<file path="src/rtl/pwm_offset_pkg.sv">
package pwm_offset_pkg;
  typedef enum logic {
    MODE_EDGE   = 1'b0,
    MODE_CENTER = 1'b1
  } cnt_mode_e;

  localparam int ADDR_PERIOD   = 0;
  localparam int ADDR_OFFSET   = 1;
  localparam int ADDR_CMP_BASE = 2;
endpackage

</file>
<file path="src/rtl/pwm_regfile.sv">
module pwm_regfile
  import pwm_offset_pkg::*;
#(
  parameter int CW  = 16,
  parameter int NCH = 3,
  parameter int AW  = 3
) (
  input  logic                    clk,
  input  logic                    rst_n,
  input  logic                    we,
  input  logic [AW-1:0]           addr,
  input  logic [CW-1:0]           wdata,
  input  logic                    load,
  output logic [CW-1:0]           act_per,
  output logic [CW-1:0]           act_off,
  output logic [NCH-1:0][CW-1:0]  act_cmp,
  output logic [NCH-1:0]          act_init,
  output cnt_mode_e               act_mode,
  output logic                    run,
  output logic [NCH-1:0]          cap_en
);
  localparam int ADDR_CFG = ADDR_CMP_BASE + NCH;
  localparam int RUN_BIT  = CW - 1;
  localparam int MODE_BIT = CW - 2;

  logic [CW-1:0]          sh_per, sh_off;
  logic [NCH-1:0][CW-1:0] sh_cmp;
  logic [NCH-1:0]         sh_init;
  cnt_mode_e              sh_mode;

  always_ff @(posedge clk or negedge rst_n) begin
    if (!rst_n) begin
      sh_per  <= '0;
      sh_off  <= '0;
      sh_cmp  <= '1;
      sh_init <= '0;
      sh_mode <= MODE_EDGE;
      run     <= 1'b0;
      cap_en  <= '0;
    end else if (we) begin
      if (addr == AW'(ADDR_PERIOD)) sh_per <= wdata;
      if (addr == AW'(ADDR_OFFSET)) sh_off <= wdata;
      for (int i = 0; i < NCH; i++) begin
        if (addr == AW'(ADDR_CMP_BASE + i)) sh_cmp[i] <= wdata;
      end
      if (addr == AW'(ADDR_CFG)) begin
        sh_init <= wdata[NCH-1:0];
        cap_en  <= wdata[2*NCH-1:NCH];
        sh_mode <= cnt_mode_e'(wdata[MODE_BIT]);
        run     <= wdata[RUN_BIT];
      end
    end
  end

  always_ff @(posedge clk or negedge rst_n) begin
    if (!rst_n) begin
      act_per  <= '0;
      act_off  <= '0;
      act_cmp  <= '1;
      act_init <= '0;
      act_mode <= MODE_EDGE;
    end else if (load) begin
      act_per  <= sh_per;
      act_off  <= sh_off;
      act_cmp  <= sh_cmp;
      act_init <= sh_init;
      act_mode <= sh_mode;
    end
  end
endmodule

</file>
<file path="src/rtl/pwm_counter.sv">
module pwm_counter
  import pwm_offset_pkg::*;
#(
  parameter int CW = 16
) (
  input  logic          clk,
  input  logic          rst_n,
  input  logic          run,
  input  cnt_mode_e     mode,
  input  logic [CW-1:0] per,
  output logic [CW-1:0] cnt,
  output logic          dn,
  output logic          load
);
  logic [CW-1:0] cnt_nxt;
  logic          dn_nxt;

  always_comb begin
    cnt_nxt = cnt + CW'(1);
    dn_nxt  = 1'b0;
    if (!run) begin
      cnt_nxt = '0;
    end else if (mode == MODE_EDGE) begin
      if (cnt >= per) cnt_nxt = '0;
    end else begin
      if (dn) begin
        cnt_nxt = cnt - CW'(1);
        dn_nxt  = 1'b1;
      end else if (cnt >= per) begin
        cnt_nxt = (cnt == '0) ? '0 : cnt - CW'(1);
        dn_nxt  = 1'b1;
      end
      if (cnt_nxt == '0) dn_nxt = 1'b0;
    end
  end

  assign load = (cnt_nxt == '0);

  always_ff @(posedge clk or negedge rst_n) begin
    if (!rst_n) begin
      cnt <= '0;
      dn  <= 1'b0;
    end else begin
      cnt <= cnt_nxt;
      dn  <= dn_nxt;
    end
  end
endmodule

</file>
<file path="src/rtl/pwm_channel.sv">
module pwm_channel #(
  parameter int CW = 16
) (
  input  logic          clk,
  input  logic          rst_n,
  input  logic [CW-1:0] cnt,
  input  logic [CW-1:0] cmp,
  input  logic [CW-1:0] off,
  input  logic          init,
  input  logic          cap_pin,
  input  logic          cap_en,
  output logic          prim,
  output logic          sec,
  output logic          cap_hit
);
  logic [CW:0] shifted;
  logic [2:0]  sync_q;

  assign shifted = {1'b0, cmp} + {1'b0, off};
  assign cap_hit = sync_q[1] & ~sync_q[2] & cap_en;

  always_ff @(posedge clk or negedge rst_n) begin
    if (!rst_n) begin
      prim   <= 1'b0;
      sec    <= 1'b0;
      sync_q <= '0;
    end else begin
      prim   <= init ^ (cnt >= cmp);
      sec    <= init ^ ({1'b0, cnt} >= shifted);
      sync_q <= {sync_q[1:0], cap_pin};
    end
  end
endmodule

</file>
<file path="src/rtl/pwm_capture_queue.sv">
module pwm_capture_queue #(
  parameter int CW  = 16,
  parameter int NCH = 3,
  parameter int CHW = 2
) (
  input  logic           clk,
  input  logic           rst_n,
  input  logic [NCH-1:0] hit,
  input  logic [CW-1:0]  cnt,
  input  logic           ready,
  output logic           valid,
  output logic [CHW-1:0] chan,
  output logic [CW-1:0]  data
);
  logic [NCH-1:0]         pend;
  logic [NCH-1:0][CW-1:0] store;
  logic                   take;

  always_comb begin
    chan = '0;
    for (int i = NCH - 1; i >= 0; i--) begin
      if (pend[i]) chan = CHW'(i);
    end
  end

  always_comb begin
    data = '0;
    for (int i = 0; i < NCH; i++) begin
      if (chan == CHW'(i)) data = store[i];
    end
  end

  assign valid = |pend;
  assign take  = valid & ready;

  generate
    for (genvar g = 0; g < NCH; g++) begin : g_slot
      always_ff @(posedge clk or negedge rst_n) begin
        if (!rst_n) begin
          pend[g]  <= 1'b0;
          store[g] <= '0;
        end else begin
          if (hit[g]) store[g] <= cnt;
          pend[g] <= hit[g] | (pend[g] & ~(take && chan == CHW'(g)));
        end
      end
    end
  endgenerate
endmodule

</file>
<file path="src/rtl/pwm_offset_timer.sv">
module pwm_offset_timer
  import pwm_offset_pkg::*;
#(
  parameter int CW  = 16,
  parameter int NCH = 3,
  parameter int AW  = 3
) (
  input  logic                             clk,
  input  logic                             rst_n,
  input  logic                             reg_we,
  input  logic [AW-1:0]                    reg_addr,
  input  logic [CW-1:0]                    reg_wdata,
  input  logic [NCH-1:0]                   cap_in,
  output logic [NCH-1:0]                   prim_out,
  output logic [NCH-1:0]                   sec_out,
  output logic [CW-1:0]                    count,
  output logic                             count_down,
  output logic                             cap_valid,
  input  logic                             cap_ready,
  output logic [$clog2(NCH > 1 ? NCH : 2)-1:0] cap_chan,
  output logic [CW-1:0]                    cap_data
);
  localparam int CHW = $clog2(NCH > 1 ? NCH : 2);

  logic [CW-1:0]          act_per, act_off;
  logic [NCH-1:0][CW-1:0] act_cmp;
  logic [NCH-1:0]         act_init;
  cnt_mode_e              act_mode;
  logic                   run, load;
  logic [NCH-1:0]         cap_en, cap_hit;

  pwm_regfile #(.CW(CW), .NCH(NCH), .AW(AW)) u_regs (
    .clk(clk), .rst_n(rst_n), .we(reg_we), .addr(reg_addr), .wdata(reg_wdata),
    .load(load), .act_per(act_per), .act_off(act_off), .act_cmp(act_cmp),
    .act_init(act_init), .act_mode(act_mode), .run(run), .cap_en(cap_en)
  );

  pwm_counter #(.CW(CW)) u_cnt (
    .clk(clk), .rst_n(rst_n), .run(run), .mode(act_mode), .per(act_per),
    .cnt(count), .dn(count_down), .load(load)
  );

  generate
    for (genvar g = 0; g < NCH; g++) begin : g_ch
      pwm_channel #(.CW(CW)) u_ch (
        .clk(clk), .rst_n(rst_n), .cnt(count), .cmp(act_cmp[g]), .off(act_off),
        .init(act_init[g]), .cap_pin(cap_in[g]), .cap_en(cap_en[g]),
        .prim(prim_out[g]), .sec(sec_out[g]), .cap_hit(cap_hit[g])
      );
    end
  endgenerate

  pwm_capture_queue #(.CW(CW), .NCH(NCH), .CHW(CHW)) u_capq (
    .clk(clk), .rst_n(rst_n), .hit(cap_hit), .cnt(count), .ready(cap_ready),
    .valid(cap_valid), .chan(cap_chan), .data(cap_data)
  );
endmodule

</file>
<file path="config.mk">
export PLATFORM = sky130hd
export DESIGN_NAME = pwm_offset_timer
export DESIGN_NICKNAME = d
export VERILOG_FILES = /design/src/rtl/pwm_offset_pkg.sv /design/src/rtl/pwm_regfile.sv /design/src/rtl/pwm_counter.sv /design/src/rtl/pwm_channel.sv /design/src/rtl/pwm_capture_queue.sv /design/src/rtl/pwm_offset_timer.sv
export SDC_FILE = /design/constraint.sdc
export NUM_CORES = 1
export LEC_CHECK = 0
export CAP_MARGIN = 25
export CORE_MARGIN = 4
export CORE_UTILIZATION = 57
export DETAILED_ROUTE_END_ITERATION = 16
export PLACE_DENSITY = 0.76
export SYNTH_ARGS = -nofsm -noshare
export SYNTH_HDL_FRONTEND = slang
export SYNTH_SLANG_ARGS = --single-unit
</file>
<file path="constraint.sdc">
create_clock -name clk -period 6.5 [get_ports clk]
set_clock_uncertainty 0.2 [all_clocks]
set_input_delay 0.975 -clock clk [delete_from_list [all_inputs] [get_ports clk]]
set_output_delay 0.975 -clock clk [all_outputs]
set_load 0.05 [all_outputs]
</file>
==> run_results.csv, run 1 <==
group,metric,value,unit
synthesis,async_reset_ff_frac,1.00,
timing,maxSlewViolCount,0,
cts,postCtsHoldBufs,0,
hold_path,holdPathStages,0,
finish,design_area,17500,sq um
cts,root_buffer,"clkbuf_16",
cts,max-clock-path-buffers,3,
outcome,status,"completed",
timing,fmax,172,MHz
synthesis,synth_fp_nets,1568,
route,wl_per_cell,20.4,microns
worst_setup_path,cp_slowest_cell,"or4b_4",
route,drc,0,
route,antenna_left,0,
floorplanning,rows,60,
hold_path,holdCritPathClass,"register to register",
synthesis,syn_area_per_cell,11.3,sq um
finish,nNetsFinal,1637,
floorplanning,dieArea,29900,sq um
global_route,grt_util_all_layers,0.246,
placement,post-dp-hpwl,26.6,mm
placement,portBuffers,67,
job,max-cap-violations,0,
pwr,max-vdd-ir-drop,0.258,mV
synthesis,seq_area_frac_synth,0.420,
worst_setup_path,r2r_start,"u_cnt.cnt[0]",
timing,worstMarginPinSlew,1.03,ns
timing,fin_crit,5.80,ns
global_route,grt_antenna_before_repair,0,
timing,setup_tns,0,ns
synthesis,synth_flop_cell,"dfrtp_1",
worst_setup_path,critPathLaunch,"u_cnt.cnt[0]",
finish,final_common_cell,"ha_1",
timing,setup_viol_count_final,0,
pwr,p_per_area,500,nW/um^2
cts,cts.repair.resized,0,
cts,cts.reportedPaths.clkPinSlew,0.06,ns
synthesis,synth-seq-cells,255,
floorplanning,pin_count,68,
timing,finalHoldViolCount,0,
cts,clock_sinks,255,
route,viasPerCell,5.95,
synthesis,synth_top_area_frac,0.257,
worst_setup_path,crit_chain,"inv_1 > ha_1 > nand2b_1 > a2111o_1 > a311o_1 > o311ai_4 > o22ai_2 > or4b_1 > a2111oi_2 > or4b_4 > buf_12 > mux2_4",
route,wl,36.8,mm
floorplanning,die_x,173,microns
synthesis,synth_area_leaders,"dfrtp_1 26%, dfstp_2 16%, ha_1 13%",
synthesis,postSynthCellCount,1376,
cts,htreeDepth,1,
worst_setup_path,cp-start-kind,"register",
global_route,grt_max_degree,142,
synthesis,synth_area_leader_cell,"dfrtp_1",
cts,numCtsBuffers,28,
cts,clock_latency,0.54,ns
finish,diodes,0,
worst_setup_path,cp_data_arrival_time,6.02,ns
hold_path,holdCritStartpoint,"g_ch[2].u_ch.sync_q[0]",
synthesis,netlist_area,15500,sq um
pwr,total_power,8750,uW
route,drtIter0Drc,555,
timing,grt_setup_unrepaired,"no",
finish,syn2layout_area_growth,13.0,%
worst_setup_path,worstSetupEndpointType,"register",
placement,routabilityCongestion,0.927,
cts,cts_tree,"done",
finish,final_cell_mix,"163 x ha_1, 159 x dfrtp_1, 148 x mux2_2, 96 x dfstp_2, 86 x inv_1",
synthesis,synth_cell_type_count,70,
floorplanning,core_area,26900,sq um
worst_setup_path,cp_max_fo,44,
worst_setup_path,critPathMaxStageDelay,0.83,ns
global_route,grt-ovfl-total,0,
placement,place_area,16600,sq um
cts,cts_setup_buffers,0,
synthesis,synth_edf_count,0,
pwr,leakage,0.00819,uW
global_route,grt_pass1_wl,59.8,mm
timing,hold_ws,0.148,ns
global_route,grt_pass1_vias,11084,
worst_setup_path,path_class,"register to register",
timing,slew_headroom,0.314,
finish,layout-drive-gt1-share,0.271,
worst_setup_path,cp.required,6.72,ns
route,firstDrtPassIters,5,
floorplanning,die_y,173,microns
floorplanning,start_util,0.576,
synthesis,yosys_warnings,0,
worst_setup_path,r2r_cells,12,
route,vias,10760,
timing,min_period_over_period,0.893,
==> sequential cells by signal (all words and copies together), names as in the netlist <==
signal            count
u_cnt.cnt            16
g_ch.u_ch.sync_q      9
g_ch.u_ch.sec         3
u_regs.act_per       16
u_regs.act_mode       1
g_ch.u_ch.prim        3
u_regs.sh_off        16
u_regs.cap_en         3
u_regs.act_off       16
u_capq.store         48
u_regs.sh_cmp        48
u_regs.act_init       3
u_cnt.dn              1
u_capq.pend           3
u_regs.run            1
u_regs.sh_mode        1
u_regs.act_cmp       48
u_regs.sh_init        3
u_regs.sh_per        16
==> path summary, 6_finish.rpt <==
kind	end	slack (ns)
setup / recovery	u_regs.act_per[3]	0.70
hold / removal	g_ch[2].u_ch.sync_q[1]	0.15
setup reg to reg	u_regs.act_per[3]	0.70
hold reg to reg	g_ch[2].u_ch.sync_q[1]	0.15
max in group asynchronous	u_regs.sh_per[9]	4.62
min in group asynchronous	u_capq.pend[0]	0.26
==> synthesized netlist by cell type, drive strengths merged, types with 17 or more instances <==
cell / number
dfrtp: 159
inv: 86
o21ai: 76
xnor2: 36
nor3: 27
clkbuf: 31
a21o: 21
nor2: 47
ha: 163
buf: 22
mux2i: 17
nand3: 20
dfstp: 96
mux2: 207
nand2: 78
xor2: 34
a21oi: 71
==> layer usage <==
metal / vias to the layer above / part of all wire / GRT usage
met1: 5350 / 0.45 / 0.327
met5: - / 0 / 0
met4: 0 / 0.030 / 0.0752
met2: 249 / 0.48 / 0.421
li1: 5086 / - / -
met3: 75 / 0.039 / 0.0332
==> critical path: cells and delay by family (launching register included) <==
family,cells,cell delay [ns]
flip-flops,1,0.55
AND/OR/NAND/NOR,3,1.56
adder cells (fa/ha/maj),1,0.37
buffers and inverters,2,0.65
multiplexers,1,0.34
AO/OA/AOI/OAI,5,1.93
==> stage by stage <==
stage,utilization,setup WS (ns),std cells
6_report,0.651,0.698,1808
5_1_grt,0.651,0.405,1808
4_1_cts,0.651,0.765,1807
3_5_place_dp,0.616,0.790,1755
3_3_place_gp,0.616,0.922,1755
2_1_floorplan,-,1.44,1376
==> kinds of logic (layout without fill, tap and decap cells) <==
family	after synthesis	in the layout	synth area share
AND/OR/NAND/NOR	274	274	0.0915
flip-flops	255	255	0.420
AO/OA/AOI/OAI	248	248	0.0992
multiplexers	224	224	0.176
adder cells (fa/ha/maj)	166	166	0.136
buffers and inverters	139	230	0.0389
XOR/XNOR	70	70	0.0396
==> final cells by class <==
type	instances	area, sq um
multi-input combinational	982	8420
fill	2033	9370
inverter	86	323
sequential	255	6500
clock buffer	42	805
clock inverter	10	136
tap	341	427
timing repair buffer	92	896
==> power by group <==
| part | switching (uW) | internal [uW] | total, uW |
|---|---|---|---|
| clock network | 643 | 974 | 1620 |
| logic | 2330 | 2150 | 4480 |
| registers | 445 | 2210 | 2650 |
| total | 3420 | 5330 | 8750 |
Power figures use the tool's default switching activity.
==> inputs of run 2 (changes only) <==
- ABC_AREA: unset -> 1
- clock period: 6.5 -> 7.5 ns (I/O delays scaled with it)
==> run_results.csv, run 2 <==
group,metric,value,unit
synthesis,synth_top_area_frac,0.246,
route,wl_per_cell,18.4,microns
pwr,p_per_area,448,nW/um^2
floorplanning,rows,61,
placement,post-dp-hpwl,33.1,mm
floorplanning,die_x,176,microns
synthesis,synth_area_leaders,"dfrtp_1 25%, dfstp_2 16%, ha_1 13%",
synthesis,synth_fp_nets,2170,
hold_path,holdCritPathClass,"register to register",
worst_setup_path,path_class,"register to register",
cts,cts_tree,"done",
route,drtIter0Drc,1242,
synthesis,netlist_area,16200,sq um
timing,setup_tns,0,ns
floorplanning,dieArea,31100,sq um
synthesis,synthTopCellsByCount,"501 x nand2_1, 194 x inv_1, 189 x o21ai_0",
global_route,grt_pass1_wl,71.3,mm
synthesis,yosys_warnings,0,
cts,cts.reportedPaths.clkPinSlew,0.07,ns
cts,postCtsHoldBufs,0,
worst_setup_path,cp.required,7.78,ns
cts,cts_setup_buffers,0,
synthesis,syn_area_per_cell,8.17,sq um
pwr,max-vdd-ir-drop,0.290,mV
cts,htreeDepth,1,
timing,fin_crit,4.97,ns
cts,root_buffer,"clkbuf_16",
pwr,leakage,0.00897,uW
route,antenna_left,0,
synthesis,yosysMostFrequentCell,"nand2_1",
cts,cts.repair.resized,0,
global_route,grt_antenna_before_repair,0,
timing,finalHoldViolCount,0,
placement,portBuffers,67,
finish,final_cell_mix,"501 x nand2_1, 194 x inv_1, 189 x o21ai_0, 163 x ha_1, 159 x dfrtp_1",
finish,nNetsFinal,2209,
pwr,total_power,8020,uW
timing,worstMarginPinSlew,1.03,ns
timing,min_period_over_period,0.662,
global_route,grt-ovfl-total,0,
synthesis,synth_edf_count,0,
timing,setup_viol_count_final,0,
finish,diodes,0,
route,drc,0,
global_route,grt_util_all_layers,0.287,
route,vias,13607,
synthesis,synth-seq-cells,255,
worst_setup_path,cp-start-kind,"register",
worst_setup_path,worstSetupEndpointType,"register",
synthesis,synth_cell_type_count,49,
hold_path,holdPathStages,0,
cts,clock_sinks,255,
worst_setup_path,cp_data_arrival_time,5.25,ns
synthesis,postSynthCellCount,1978,
finish,layout-drive-gt1-share,0.128,
floorplanning,die_y,176,microns
cts,numCtsBuffers,26,
timing,grt_setup_unrepaired,"no",
finish,syn2layout_area_growth,10.8,%
finish,reg_top3,"u_capq.store: 48 flops, u_regs.act_cmp: 48 flops, u_regs.sh_cmp: 48 flops",
cts,max-clock-path-buffers,3,
route,viasPerCell,5.63,
finish,final_common_cell,"nand2_1",
outcome,status,"completed",
worst_setup_path,cp_max_fo,84,
timing,slew_headroom,0.313,
floorplanning,pin_count,68,
cts,clock_latency,0.55,ns
timing,fmax,201,MHz
global_route,grt_pass1_vias,13312,
synthesis,async_reset_ff_frac,1.00,
job,max-cap-violations,0,
route,wl,44.3,mm
worst_setup_path,r2r_cells,19,
worst_setup_path,r2r_slack,2.53,ns
route,firstDrtPassIters,5,
global_route,grt_max_degree,136,
placement,routabilityCongestion,0.970,
floorplanning,start_util,0.580,
synthesis,synth_flop_cell,"dfrtp_1",
timing,maxSlewViolCount,0,
synthesis,seq_area_frac_synth,0.402,
synthesis,synth_area_leader_cell,"dfrtp_1",
floorplanning,core_area,27900,sq um
## run 2: changes by cell type after synthesis, sizes merged, moves of 33 or more
cell / delta
nand2: +489
inv: +118
mux2: -207
a21oi: +33
o21ai: +184
nand3: +90
nor2: +33
## run 2: area by class of cell
cell class	instances	area, sq um
fillers	2379	9950
multi-input cells	1440	8360
flip-flops and latches	255	6500
repair buffers	89	931
inverters	205	772
clock buffers	40	763
well taps	378	473
clock inverters	8	104
## run 2: final timing paths
| check | startpoint | end |
|---|---|---|
| max | u_cnt.cnt[9] | u_regs.act_cmp[32] |
| min | g_ch[1].u_ch.sync_q[0] | g_ch[1].u_ch.sync_q[1] |
| max reg2reg | u_cnt.cnt[9] | u_regs.act_cmp[32] |
| min reg2reg | g_ch[1].u_ch.sync_q[0] | g_ch[1].u_ch.sync_q[1] |
| max in group asynchronous | rst_n | u_regs.act_per[13] |
| min in group asynchronous | rst_n | u_capq.store[40] |
## run 2: metrics by stage
stage / cell area, sq um / cells / hold slack, ns / utilization / setup slack [ns]
finish: 17900 / 2415 / 0.156 / 0.643 / 2.53
global route: 17900 / 2415 / 0.161 / 0.643 / 2.20
CTS: 17800 / 2412 / 0.164 / 0.640 / 2.64
detailed placement: 17000 / 2364 / 0.148 / 0.609 / 2.66
global placement: 16900 / 2360 / 0.135 / 0.607 / 2.69
floorplan: 16200 / 1978 / 0.131 / - / 4.12
## run 2: cells by family (layout without fill, tap and decap cells)
logic type,Yosys count,in the layout,share of synthesized area
flops,255,255,0.402
buf+inv,283,342,0.0806
simple gates,807,807,0.222
xor+xnor,68,68,0.0368
compound gates,399,399,0.129
fa+ha+maj,166,166,0.130
## run 2: critical path, stage by stage (launching register included)
cell      delay, ns
dfrtp_1        0.91
ha_1           0.37
nand2_1        0.07
nand2_1        0.04
nand2_1        0.05
a21oi_1        0.05
nor2_1         0.09
buf_4          0.22
nand3_2        0.34
nand3b_1       0.27
nand3_1        0.09
nand2_1        0.11
nand2_1        0.06
nor2_1         0.12
nand2_2        0.07
buf_4          0.38
nor2_8         0.76
buf_4          0.44
nand2_1        0.10
nand2_1        0.08
## run 2: per-layer routing
metal  global-route usage  vias to the layer above  part of all wire  wire length [microns]
li1                     -                     6605                 -                      -
met1                0.406                     6530              0.45                  19800
met2                0.470                      397              0.47                  20700
met3               0.0298                       75             0.056                   2500
met4               0.0858                        0             0.030                   1350
met5                    0                        -                 0                      0
## run 2: report_power, final
part | total [uW] | switching, uW | internal, uW | leakage (uW)
clock network | 1300 | 534 | 770 | 0.000424
registers | 2320 | 437 | 1880 | 0.00308
logic | 4400 | 2910 | 1490 | 0.00546
